[src/rtl/ctrl_mbox_pkg.sv]
package ctrl_mbox_pkg;

  localparam int WORD_W   = 32;
  localparam int HALF_W   = 16;
  localparam int ERR_W    = 10;

  // control word field positions (host software decodes these)
  localparam int INPROC_BIT = 16;
  localparam int RDY_BIT    = 17;
  localparam int ERR_LSB    = 18;

  // word addresses
  localparam int ADR_CMD  = 0;
  localparam int ADR_CTL  = 1;
  localparam int ADR_DATA = 3;

  typedef enum logic [2:0] {
    MB_IDLE,
    MB_ISSUE,
    MB_FILL,
    MB_WAIT,
    MB_DONE
  } mb_state_e;

endpackage

[src/rtl/ctrl_mbox_stage.sv]
module ctrl_mbox_stage #(
  parameter int MAX_CHUNK = 8,
  parameter int CNT_W     = 4
) (
  input  logic                        clk,
  input  logic                        rst_n,
  input  logic                        clr,
  input  logic                        wr,
  input  logic [31:0]                 wdata,
  output logic [CNT_W-1:0]            cnt,
  output logic [MAX_CHUNK-1:0][31:0]  words
);

  always_ff @(posedge clk or negedge rst_n) begin
    if (!rst_n)   cnt <= '0;
    else if (clr) cnt <= '0;
    else if (wr)  cnt <= cnt + CNT_W'(1);
  end

  for (genvar g = 0; g < MAX_CHUNK; g++) begin : g_slot
    always_ff @(posedge clk or negedge rst_n) begin
      if (!rst_n)
        words[g] <= '0;
      else if (wr && cnt == CNT_W'(g))
        words[g] <= wdata;
    end
  end

endmodule

[src/rtl/ctrl_mbox_seq.sv]
module ctrl_mbox_seq
  import ctrl_mbox_pkg::*;
#(
  parameter int MAX_CHUNK = 8,
  parameter int CNT_W     = 4
) (
  input  logic              clk,
  input  logic              rst_n,
  input  logic              opc_wr,
  input  logic              ctl_wr,
  input  logic [31:0]       wdata,
  input  logic              cmd_ready,
  input  logic              rsp_valid,
  input  logic              rsp_last,
  input  logic [ERR_W-1:0]  rsp_err,
  input  logic [CNT_W-1:0]  stage_cnt,
  output logic [31:0]       opcode_q,
  output logic [15:0]       size_q,
  output logic              inproc_q,
  output logic              rdy_q,
  output logic [ERR_W-1:0]  err_q,
  output logic [15:0]       req_q,
  output logic              cmd_valid,
  output logic              rsp_ready,
  output logic              stage_wr,
  output logic              stage_clr,
  output logic              proto_err
);

  mb_state_e   state_q;
  logic [15:0] rem_q;

  logic        beat, beat_err, beat_empty;
  logic        opc_accept, ack;
  logic [15:0] fill_n, rem_n;
  logic        final_beat, close_chunk;

  always_comb begin
    cmd_valid   = (state_q == MB_ISSUE);
    rsp_ready   = (state_q == MB_FILL);
    beat        = rsp_valid && rsp_ready;
    beat_err    = beat && (rsp_err != '0);
    beat_empty  = beat && !beat_err && (rem_q == 16'd0);
    stage_wr    = beat && !beat_err && (rem_q != 16'd0);
    fill_n      = 16'(stage_cnt) + 16'd1;
    rem_n       = rem_q - 16'd1;
    final_beat  = rsp_last || (rem_n == 16'd0);
    close_chunk = final_beat || (fill_n == 16'(MAX_CHUNK));
    opc_accept  = opc_wr && (state_q == MB_IDLE) && (wdata != '0);
    ack         = ctl_wr && !wdata[RDY_BIT];
    stage_clr   = opc_accept || ((state_q == MB_WAIT) && ack && inproc_q);
  end

  // sticky violation: command write outside idle
  always_ff @(posedge clk or negedge rst_n) begin
    if (!rst_n)
      proto_err <= 1'b0;
    else if (opc_wr && state_q != MB_IDLE)
      proto_err <= 1'b1;
  end

  always_ff @(posedge clk or negedge rst_n) begin
    if (!rst_n) begin
      state_q  <= MB_IDLE;
      opcode_q <= '0;
      size_q   <= '0;
      inproc_q <= 1'b0;
      rdy_q    <= 1'b0;
      err_q    <= '0;
      rem_q    <= '0;
      req_q    <= '0;
    end else begin
      unique case (state_q)
        MB_IDLE: begin
          if (ctl_wr) begin
            size_q   <= wdata[15:0];
            inproc_q <= 1'b0;
            rdy_q    <= 1'b0;
            err_q    <= '0;
          end else if (opc_accept) begin
            opcode_q <= wdata;
            inproc_q <= 1'b1;
            rdy_q    <= 1'b0;
            err_q    <= '0;
            rem_q    <= size_q;
            req_q    <= size_q;
            state_q  <= MB_ISSUE;
          end
        end
        MB_ISSUE: begin
          if (cmd_ready) state_q <= MB_FILL;
        end
        MB_FILL: begin
          if (beat_err) begin
            err_q    <= rsp_err;
            size_q   <= '0;
            rdy_q    <= 1'b1;
            inproc_q <= 1'b0;
            state_q  <= MB_DONE;
          end else if (beat_empty) begin
            size_q   <= '0;
            rdy_q    <= 1'b1;
            inproc_q <= 1'b0;
            state_q  <= MB_WAIT;
          end else if (stage_wr) begin
            rem_q <= rem_n;
            if (close_chunk) begin
              size_q   <= fill_n;
              rdy_q    <= 1'b1;
              inproc_q <= !final_beat;
              state_q  <= MB_WAIT;
            end
          end
        end
        MB_WAIT: begin
          if (ack) begin
            rdy_q   <= 1'b0;
            state_q <= inproc_q ? MB_FILL : MB_DONE;
          end
        end
        MB_DONE: begin
          opcode_q <= '0;
          state_q  <= MB_IDLE;
        end
        default: state_q <= MB_IDLE;
      endcase
    end
  end

endmodule

[src/rtl/ctrl_mbox_rdmux.sv]
module ctrl_mbox_rdmux
  import ctrl_mbox_pkg::*;
#(
  parameter int MAX_CHUNK = 8,
  parameter int ADDR_W    = 8
) (
  input  logic [ADDR_W-1:0]           addr,
  input  logic [31:0]                 opcode,
  input  logic [31:0]                 status,
  input  logic [MAX_CHUNK-1:0][31:0]  words,
  input  logic [15:0]                 size,
  input  logic                        rdy,
  output logic [31:0]                 rdata
);

  logic [ADDR_W-1:0] idx;
  logic              in_win;
  logic [31:0]       sel;

  always_comb begin
    idx    = addr - ADDR_W'(ADR_DATA);
    in_win = (addr >= ADDR_W'(ADR_DATA)) && (32'(idx) < 32'(MAX_CHUNK));
    sel    = '0;
    for (int i = 0; i < MAX_CHUNK; i++)
      if (32'(idx) == i) sel = words[i];
    if (addr == ADDR_W'(ADR_CMD))
      rdata = opcode;
    else if (addr == ADDR_W'(ADR_CTL))
      rdata = status;
    else if (in_win && rdy && (32'(idx) < 32'(size)))
      rdata = sel;
    else
      rdata = '0;
  end

endmodule

[src/rtl/ctrl_mbox.sv]
module ctrl_mbox
  import ctrl_mbox_pkg::*;
#(
  parameter int MAX_CHUNK = 8,
  parameter int ADDR_W    = 8
) (
  input  logic              clk,
  input  logic              rst_n,
  input  logic              hst_wr_en,
  input  logic [ADDR_W-1:0] hst_addr,
  input  logic [31:0]       hst_wdata,
  output logic [31:0]       hst_rdata,
  output logic              cmd_valid,
  input  logic              cmd_ready,
  output logic [15:0]       cmd_code,
  output logic [15:0]       cmd_qidx,
  output logic [15:0]       cmd_words,
  input  logic              rsp_valid,
  output logic              rsp_ready,
  input  logic [31:0]       rsp_data,
  input  logic              rsp_last,
  input  logic [9:0]        rsp_err,
  output logic              proto_err
);

  localparam int CNT_W = $clog2(MAX_CHUNK + 1);

  logic                       opc_wr, ctl_wr;
  logic [31:0]                opcode_w, status_w;
  logic [15:0]                size_w;
  logic                       inproc_w, rdy_w;
  logic [ERR_W-1:0]           err_w;
  logic                       stage_wr, stage_clr;
  logic [CNT_W-1:0]           stage_cnt;
  logic [MAX_CHUNK-1:0][31:0] stage_words;

  assign opc_wr   = hst_wr_en && (hst_addr == ADDR_W'(ADR_CMD));
  assign ctl_wr   = hst_wr_en && (hst_addr == ADDR_W'(ADR_CTL));
  assign status_w = {4'b0000, err_w, rdy_w, inproc_w, size_w};
  assign cmd_code = opcode_w[15:0];
  assign cmd_qidx = opcode_w[31:16];

  ctrl_mbox_seq #(.MAX_CHUNK(MAX_CHUNK), .CNT_W(CNT_W)) u_seq (
    .clk       (clk),
    .rst_n     (rst_n),
    .opc_wr    (opc_wr),
    .ctl_wr    (ctl_wr),
    .wdata     (hst_wdata),
    .cmd_ready (cmd_ready),
    .rsp_valid (rsp_valid),
    .rsp_last  (rsp_last),
    .rsp_err   (rsp_err),
    .stage_cnt (stage_cnt),
    .opcode_q  (opcode_w),
    .size_q    (size_w),
    .inproc_q  (inproc_w),
    .rdy_q     (rdy_w),
    .err_q     (err_w),
    .req_q     (cmd_words),
    .cmd_valid (cmd_valid),
    .rsp_ready (rsp_ready),
    .stage_wr  (stage_wr),
    .stage_clr (stage_clr),
    .proto_err (proto_err)
  );

  ctrl_mbox_stage #(.MAX_CHUNK(MAX_CHUNK), .CNT_W(CNT_W)) u_stage (
    .clk   (clk),
    .rst_n (rst_n),
    .clr   (stage_clr),
    .wr    (stage_wr),
    .wdata (rsp_data),
    .cnt   (stage_cnt),
    .words (stage_words)
  );

  ctrl_mbox_rdmux #(.MAX_CHUNK(MAX_CHUNK), .ADDR_W(ADDR_W)) u_rdmux (
    .addr   (hst_addr),
    .opcode (opcode_w),
    .status (status_w),
    .words  (stage_words),
    .size   (size_w),
    .rdy    (rdy_w),
    .rdata  (hst_rdata)
  );

endmodule

[config.mk]
export PLATFORM = sky130hd
export DESIGN_NAME = ctrl_mbox
export DESIGN_NICKNAME = d
export VERILOG_FILES = /design/src/rtl/ctrl_mbox_pkg.sv /design/src/rtl/ctrl_mbox_stage.sv /design/src/rtl/ctrl_mbox_seq.sv /design/src/rtl/ctrl_mbox_rdmux.sv /design/src/rtl/ctrl_mbox.sv
export SDC_FILE = /design/constraint.sdc
export NUM_CORES = 1
export LEC_CHECK = 0
export BUFFER_PORTS_ARGS = -buffer_cell sky130_fd_sc_hd__buf_2
export CAP_MARGIN = 25
export CORE_UTILIZATION = 36
export CTS_CLUSTER_DIAMETER = 100
export CTS_CLUSTER_SIZE = 20
export DETAILED_ROUTE_END_ITERATION = 10
export SYNTH_ARGS = -nofsm -noshare
export SYNTH_HDL_FRONTEND = slang
export SYNTH_SLANG_ARGS = --single-unit
export TNS_END_PERCENT = 1
[constraint.sdc]
create_clock -name clk -period 8.4 [get_ports clk]
set_clock_uncertainty 0.15 [all_clocks]
set_input_delay 1.68 -clock clk [delete_from_list [all_inputs] [get_ports clk]]
set_output_delay 1.68 -clock clk [all_outputs]
set_load 0.01 [all_outputs]
==> results of run 1 <==
## final timing paths
path	cells after the start	to	startpoint	slack [ns]
max	12	hst_rdata[2]	hst_addr[0]	1.21
min	2	u_seq.req_q[15]	u_seq.req_q[15]	0.34
max reg2reg	6	u_seq.size_q[0]	u_seq.rem_q[10]	4.86
min reg2reg	2	u_seq.req_q[15]	u_seq.req_q[15]	0.34
max in group asynchronous	2	u_stage.words[13]	rst_n	5.41
min in group asynchronous	1	u_seq.err_q[2]	rst_n	1.00
## cells in the final DEF, fill, tap and decap left out, types with 30 or more instances in the layout
cell / instances
o21ai_0: 68
mux2i_1: 48
buf_2: 169
nor3_1: 31
inv_1: 60
buf_4: 30
a211oi_1: 31
mux2_2: 231
dfrtp_1: 356
a21oi_1: 47
nand2_1: 177
nor2_1: 99
o21a_1: 30
## critical path: cells and delay by family
family          cells  cell delay (ns)
compound gates      6             2.27
buf+inv             4             0.82
fa+ha+maj           1             0.32
xor+xnor            1             0.25
## layout make-up
type / count / area share [%]
Inverter: 62 / 1.167
Clock buffer: 21 / 2.635
Sequential cell: 356 / 44.68
Multi-Input combinational cell: 1095 / 41.26
Tap cell: 664 / 4.166
Timing Repair Buffer: 205 / 5.898
Clock inverter: 2 / 0.1945
## state kept, by name, indices dropped and copies added, names as in the netlist
| signal | count |
|---|---|
| u_seq.proto_err | 1 |
| u_seq.req_q | 16 |
| u_seq.size_q | 16 |
| u_seq.err_q | 10 |
| u_seq.rem_q | 16 |
| u_seq.rdy_q | 1 |
| u_seq.state_q | 3 |
| u_seq.inproc_q | 1 |
| u_stage.cnt | 4 |
| u_seq.opcode_q | 32 |
| u_stage.words | 256 |
## report_power, final
part	internal, W	total, W	switching (W)	leakage [nW]
Clock	0.000480	0.00104	0.000558	0.277
Combinational	0.000329	0.000903	0.000574	4.46
Sequential	0.00186	0.00204	0.000173	4.83
Total	0.00267	0.00398	0.00130	9.56
## metrics by stage
stage | utilization, % | hold WS [ns] | area [µm²] | total power (W) | setup WS (ns)
3_3_place_gp | 39.42 | 0.3153 | 19300 | 0.002951 | 1.267
5_1_grt | 40.74 | 0.3588 | 19940 | 0.004196 | 1.046
3_5_place_dp | 39.58 | 0.3166 | 19380 | 0.002973 | 1.326
6_report | 40.74 | 0.3386 | 19940 | 0.003978 | 1.213
4_1_cts | 40.74 | 0.3431 | 19940 | 0.004023 | 1.306
2_1_floorplan | - | 0.2995 | 17870 | 0.002583 | 2.268
## metal layers
| metal | vias up | GRT usage [%] |
|---|---|---|
| met5 | - | 0 |
| met4 | 14 | 5.201 |
| met3 | 75 | 3.592 |
| met2 | 341 | 33.71 |
| met1 | 6947 | 29.49 |
| li1 | 6115 | - |
## logic make-up (layout without fill, tap and decap cells)
kind of cell             Yosys count  after routing  share of synthesized area [%]
AND/OR/NAND/NOR                  401            401                          10.35
XOR/XNOR                          13             13                         0.6373
adder cells (fa/ha/maj)           20             20                          1.401
multiplexers                     307            307                          19.01
AO/OA/AOI/OAI                    354            354                          14.39
buffers and inverters            180            290                          4.349
flip-flops                       356            356                          49.86
==> impl_results.md, run 1 <==
* Fmax at approximately 140 MHz
* Synthesis-to-layout area growth at 11.60%
* Endpoints failing hold at 0
* Final period util at 85.56%
* Antenna cells at 0
* Register area at 8909 µm²
* Mapped cell area at 17,870 µm²
* Filler Cells Inserted at roughly 4.7k
* Cts repair resizes at 0
* TritonCTS clock tree: yes
* Measured slew at the worst slew-check pin at 1.229 ns
* Minimum clock period at approximately 7.2 ns
* Chip width at 224.8 µm
* Max-cap violations at 0
* Share of cells above drive strength 1 at between 20 and 30%
* GRT Resource Usage Total at 21.05%
* Cell with the most instances after synthesis: dfrtp_1
* #FFs+latches synth at 356
* Drt first pass iters at 5
* Synth cell types at 74
* WL met2 at 25,060 µm
* Clock root cell: clkbuf_16
* Vias per cell at about 5.6
* Clock Path Buffers at 3
* Slowest stage delay, CP at 0.60 ns
* Largest area contributor in the netlist: dfrtp_1
* Routed wire per std cell at between 20 and 25 µm
* Met1 WL at 24,560 µm
* Post-CTS Setup Bufs at 0
* Initial core utilization at 36.50%
* Hold-fix buffer count after cts at 0
* Clock latency on the worst-skew pair at around 0.55 ns
* Total I/O pin count at 171
* PortBufs at 170
* Num CTS Buffers at 21
* Die Y at 224.8 µm
* Predominant post-synthesis flop cell: dfrtp_1
* CTS HTree Levels at 1
* First-pass GRT wire length at roughly 80,000 µm
* Die area at 50,530 µm²
* CP Class: primary input to output pin
* Slew headroom at a little under a fifth
* P_leak at 9.565 nW
* Top Metal Used: met5
* Syn Area/Cell at 10.95 µm²
* Critical Path AT at 5.36 ns
* Post-synth EDFFs at 0
* Status: finished clean
* Vias in the first global route at between 10k and 15k
* Critical path's slowest cell: a2111oi_0
* Largest cells by area after synthesis: dfrtp_1, mux2_2, nand2_1
* Post-DP HPWL at 36,750 µm
* Clk sinks at 356
* Top cells by count, synth: dfrtp_1, mux2_2, nand2_1
* Critical Path End Type: output pin
* CP cell instances: buf_2, a2111oi_0, xnor2_1, inv_1, ha_1, a21o_1, a211oi_1, a31oi_2, buf_4, o311a_1, a211oi_1, buf_2
* Pins over their slew limit at 0
* Post-Layout Cell Count at around 2.4k
* Worst EP required at approximately 6.6 ns
* Worst setup SP type: primary input
* Ys Warns at 0
* Final setup viols at 0
* Core area at 48,950 µm²
* Residual DRC at 0
* Crit-path max FO at 13
* Worst min path class: flop to flop
* Footprint of the multi-input gates at 8228 µm²
* Peak VDD IR at 0.1204 mV
* Initial drt markers at between 1k and 1.5k
* Total congestion overflow at 0
* DR vias at ~13k
* Met3 wire len at 2749 µm
* Antenna Nets Post-Route at 0
* Synth top area share at 49.86%
* Syn Inst Count at 1,631
* Final wirelength at 53,530 µm
* Antenna violations before repair at 9
* Core Rows at 81
* Post-Place Cells at 2,382
* Setup TNS at 0 ns
* Gpl congestion at 0.8749
* RSZ-0062 raised after global routing: false
* Worst-path clk slew at ~0.08 ns
* Pwr per Cell Area at 199.5 nW/µm²
* Register area share after synthesis at 49.86%
* Final net count at 1,849
* Syn Nets at 1,739
* Largest net degree at the start of global routing at 190
* Asr flop ratio synth at 100.0%
No activity file was read; power rests on OpenSTA's default activity.
==> run 2: changes to the inputs <==
--- a/config.mk
+++ b/config.mk
@@ -7,10 +7,12 @@
 export LEC_CHECK = 0
 export BUFFER_PORTS_ARGS = -buffer_cell sky130_fd_sc_hd__buf_2
 export CAP_MARGIN = 25
+export CORE_MARGIN = 5
 export CORE_UTILIZATION = 36
 export CTS_CLUSTER_DIAMETER = 100
 export CTS_CLUSTER_SIZE = 20
 export DETAILED_ROUTE_END_ITERATION = 10
+export PLACE_DENSITY = 0.6
 export SYNTH_ARGS = -nofsm -noshare
 export SYNTH_HDL_FRONTEND = slang
 export SYNTH_SLANG_ARGS = --single-unit
==> impl_results.md, run 2 (synthesis gave the netlist of run 1 again) <==
* Status: finished clean
* Routed wire per std cell at 22.30 µm
* Crit-path max FO at 13
* Minimum clock period at about 7.1 ns
* R2r endpoint: u_stage.words[196]
* Die Y at 232.8 µm
* Critical Path End Type: output pin
* CP cell instances: buf_2, a2111oi_0, xnor2_1, inv_1, ha_1, a21o_1, a211oi_1, a31oi_2, buf_4, o311a_1, a211oi_1, buf_2
* Hold-fix buffer count after cts at 0
* Die area at 54,190 µm²
* Critical Path AT at 5.30 ns
* Endpoints failing hold at 0
* Share of cells above drive strength 1 at 27.96%
* Antenna Nets Post-Route at 0
* Worst-path clk slew at 0.09 ns
* Most frequent cells in the layout: dfrtp_1, mux2_2, nand2_1
* Filler Cells Inserted at approximately 4.8k
* TritonCTS clock tree: yes
* Total Power at 0.003965 W
* Reg2reg setup slack at around 4.7 ns
* First-pass GRT wire length at just over 80,000 µm
* R2R depth at 9
* Pwr per Cell Area at 198.9 nW/µm²
* Worst EP required at 6.57 ns
* Vias in the first global route at 13.66k
* Initial drt markers at 1,137
* Crit path max-delay family: compound AO/OA/AOI/OAI gates
* Slowest stage delay, CP at 0.53 ns
* GRT Resource Usage Total at 19.38%
* Hold depth at 2
* Worst setup SP type: primary input
* Final hold slack at 0.3341 ns
* Residual DRC at 0
* Initial core utilization at 36.42%
* RSZ-0062 raised after global routing: false
* Register area at 8909 µm²
* CP Class: primary input to output pin
* HP Start: u_seq.err_q[6]
* Hold path endpoint: u_seq.err_q[6]
* Total congestion overflow at 0
* Total I/O pin count at 171
* Vias per cell at 5.643
* Slew headroom at 22.70%
* Final setup viols at 0
* Core Rows at just over 80
* Num CTS Buffers at 21
* Antenna violations before repair at 9
* Peak VDD IR at 0.1061 mV
* PortBufs at 170
* Max-cap violations at 0
* Drt first pass iters at 6
* Post-CTS Setup Bufs at 0
* Max reg flops at 256
* Final period util at 84.89%
* Largest net degree at the start of global routing at 137
* P_leak at 9.562 nW
* Biggest regs: u_stage.words: 256 flops, u_seq.opcode_q: 32 flops
* Fmax at 140.2 MHz
* CP bufs+invs at 4
* Final wirelength at approximately 54,000 µm
* Setup TNS at 0 ns
* Final net count at 1,850
* RR Startpoint: u_seq.rem_q[0]
* Clock latency on the worst-skew pair at 0.54 ns
* Gpl congestion at just over 0.9
* Measured slew at the worst slew-check pin at between 1 and 1.5 ns
* Worst min path class: flop to flop
* Commonest non-fill, non-tap cell in the layout: dfrtp_1
* Footprint of the multi-input gates at between 8000 and 9000 µm²
* Post-DP HPWL at 37,470 µm
* Pins over their slew limit at 0
* CTS HTree Levels at 1
* Largest Register: u_stage.words
* DR vias at 13.59k
* Clock Path Buffers at 3
* Clk sinks at 356
* Synthesis-to-layout area growth at 11.60%
* Critical path's slowest cell: a2111oi_0
* Core area at approximately 49,000 µm²
* Chip width at 232.8 µm
* Clock root cell: clkbuf_16
* Cts repair resizes at 0
## run 2: cell count changes in the layout (fill, tap and decap cells not counted), sizes merged
cell,delta
buf,+1
diode,+3
clkinv,+1
clkbuf,+1
bufinv,-1
inv,-1
## run 2: layout make-up
| class | count | share of cell area [%] |
|---|---|---|
| inverter | 62 | 1.167 |
| clock buffer | 22 | 2.654 |
| sequential | 356 | 44.68 |
| clock inverter | 1 | 0.02510 |
| multi-input combinational | 1095 | 41.24 |
| tap | 664 | 4.166 |
| antenna | 3 | 0.03765 |
| timing repair buffer | 206 | 6.036 |
## run 2: how the worst max path moves through the flow
| stage | slack (ns) | end | cells after the start | startpoint |
|---|---|---|---|---|
| 2_1_floorplan | 2.27 | hst_rdata[28] | 11 | hst_addr[2] |
| 3_3_place_gp | 1.37 | hst_rdata[0] | 12 | hst_addr[0] |
| 3_5_place_dp | 1.37 | hst_rdata[0] | 12 | hst_addr[0] |
| 4_1_cts | 1.34 | hst_rdata[1] | 12 | hst_addr[0] |
| 5_1_grt | 0.95 | hst_rdata[0] | 12 | hst_addr[0] |
| 6_report | 1.27 | hst_rdata[0] | 12 | hst_addr[0] |
## run 2: per-layer routing
| layer | track usage, % | share of wire (%) | up-vias |
|---|---|---|---|
| li1 | - | - | 6130 |
| met1 | 27.04 | 44 | 6882 |
| met2 | 30.22 | 46 | 459 |
| met3 | 3.783 | 6.7 | 110 |
| met4 | 6.886 | 3.8 | 12 |
| met5 | 0 | 0.11 | - |
## run 2: power breakdown
group	internal, W	total (W)	switching [W]	leakage, nW
registers	0.00186	0.00204	0.000176	4.83
logic	0.000333	0.000915	0.000583	4.47
clock network	0.000450	0.00101	0.000561	0.264
total	0.00265	0.00397	0.00132	9.56
## run 2: worst register-to-register path, cell delays in order, from the launching register on
cell and delay, ns:
dfrtp_1 0.46, inv_1 0.13, ha_1 0.21, nor4b_1 0.13
nand4_1 0.24, nand3_2 0.27, nor2_1 0.26, and3_1 0.86
buf_4 0.45, mux2_2 0.38
## run 2: through the flow
stage	setup WS [ns]	std cells	utilization (%)	area, µm²
floorplan	2.268	1631	-	17870
global placement	1.374	2378	39.35	19300
detailed placement	1.371	2380	39.42	19340
CTS	1.343	2403	40.51	19870
global route	0.9493	2407	40.64	19940
finish	1.269	2409	40.65	19940
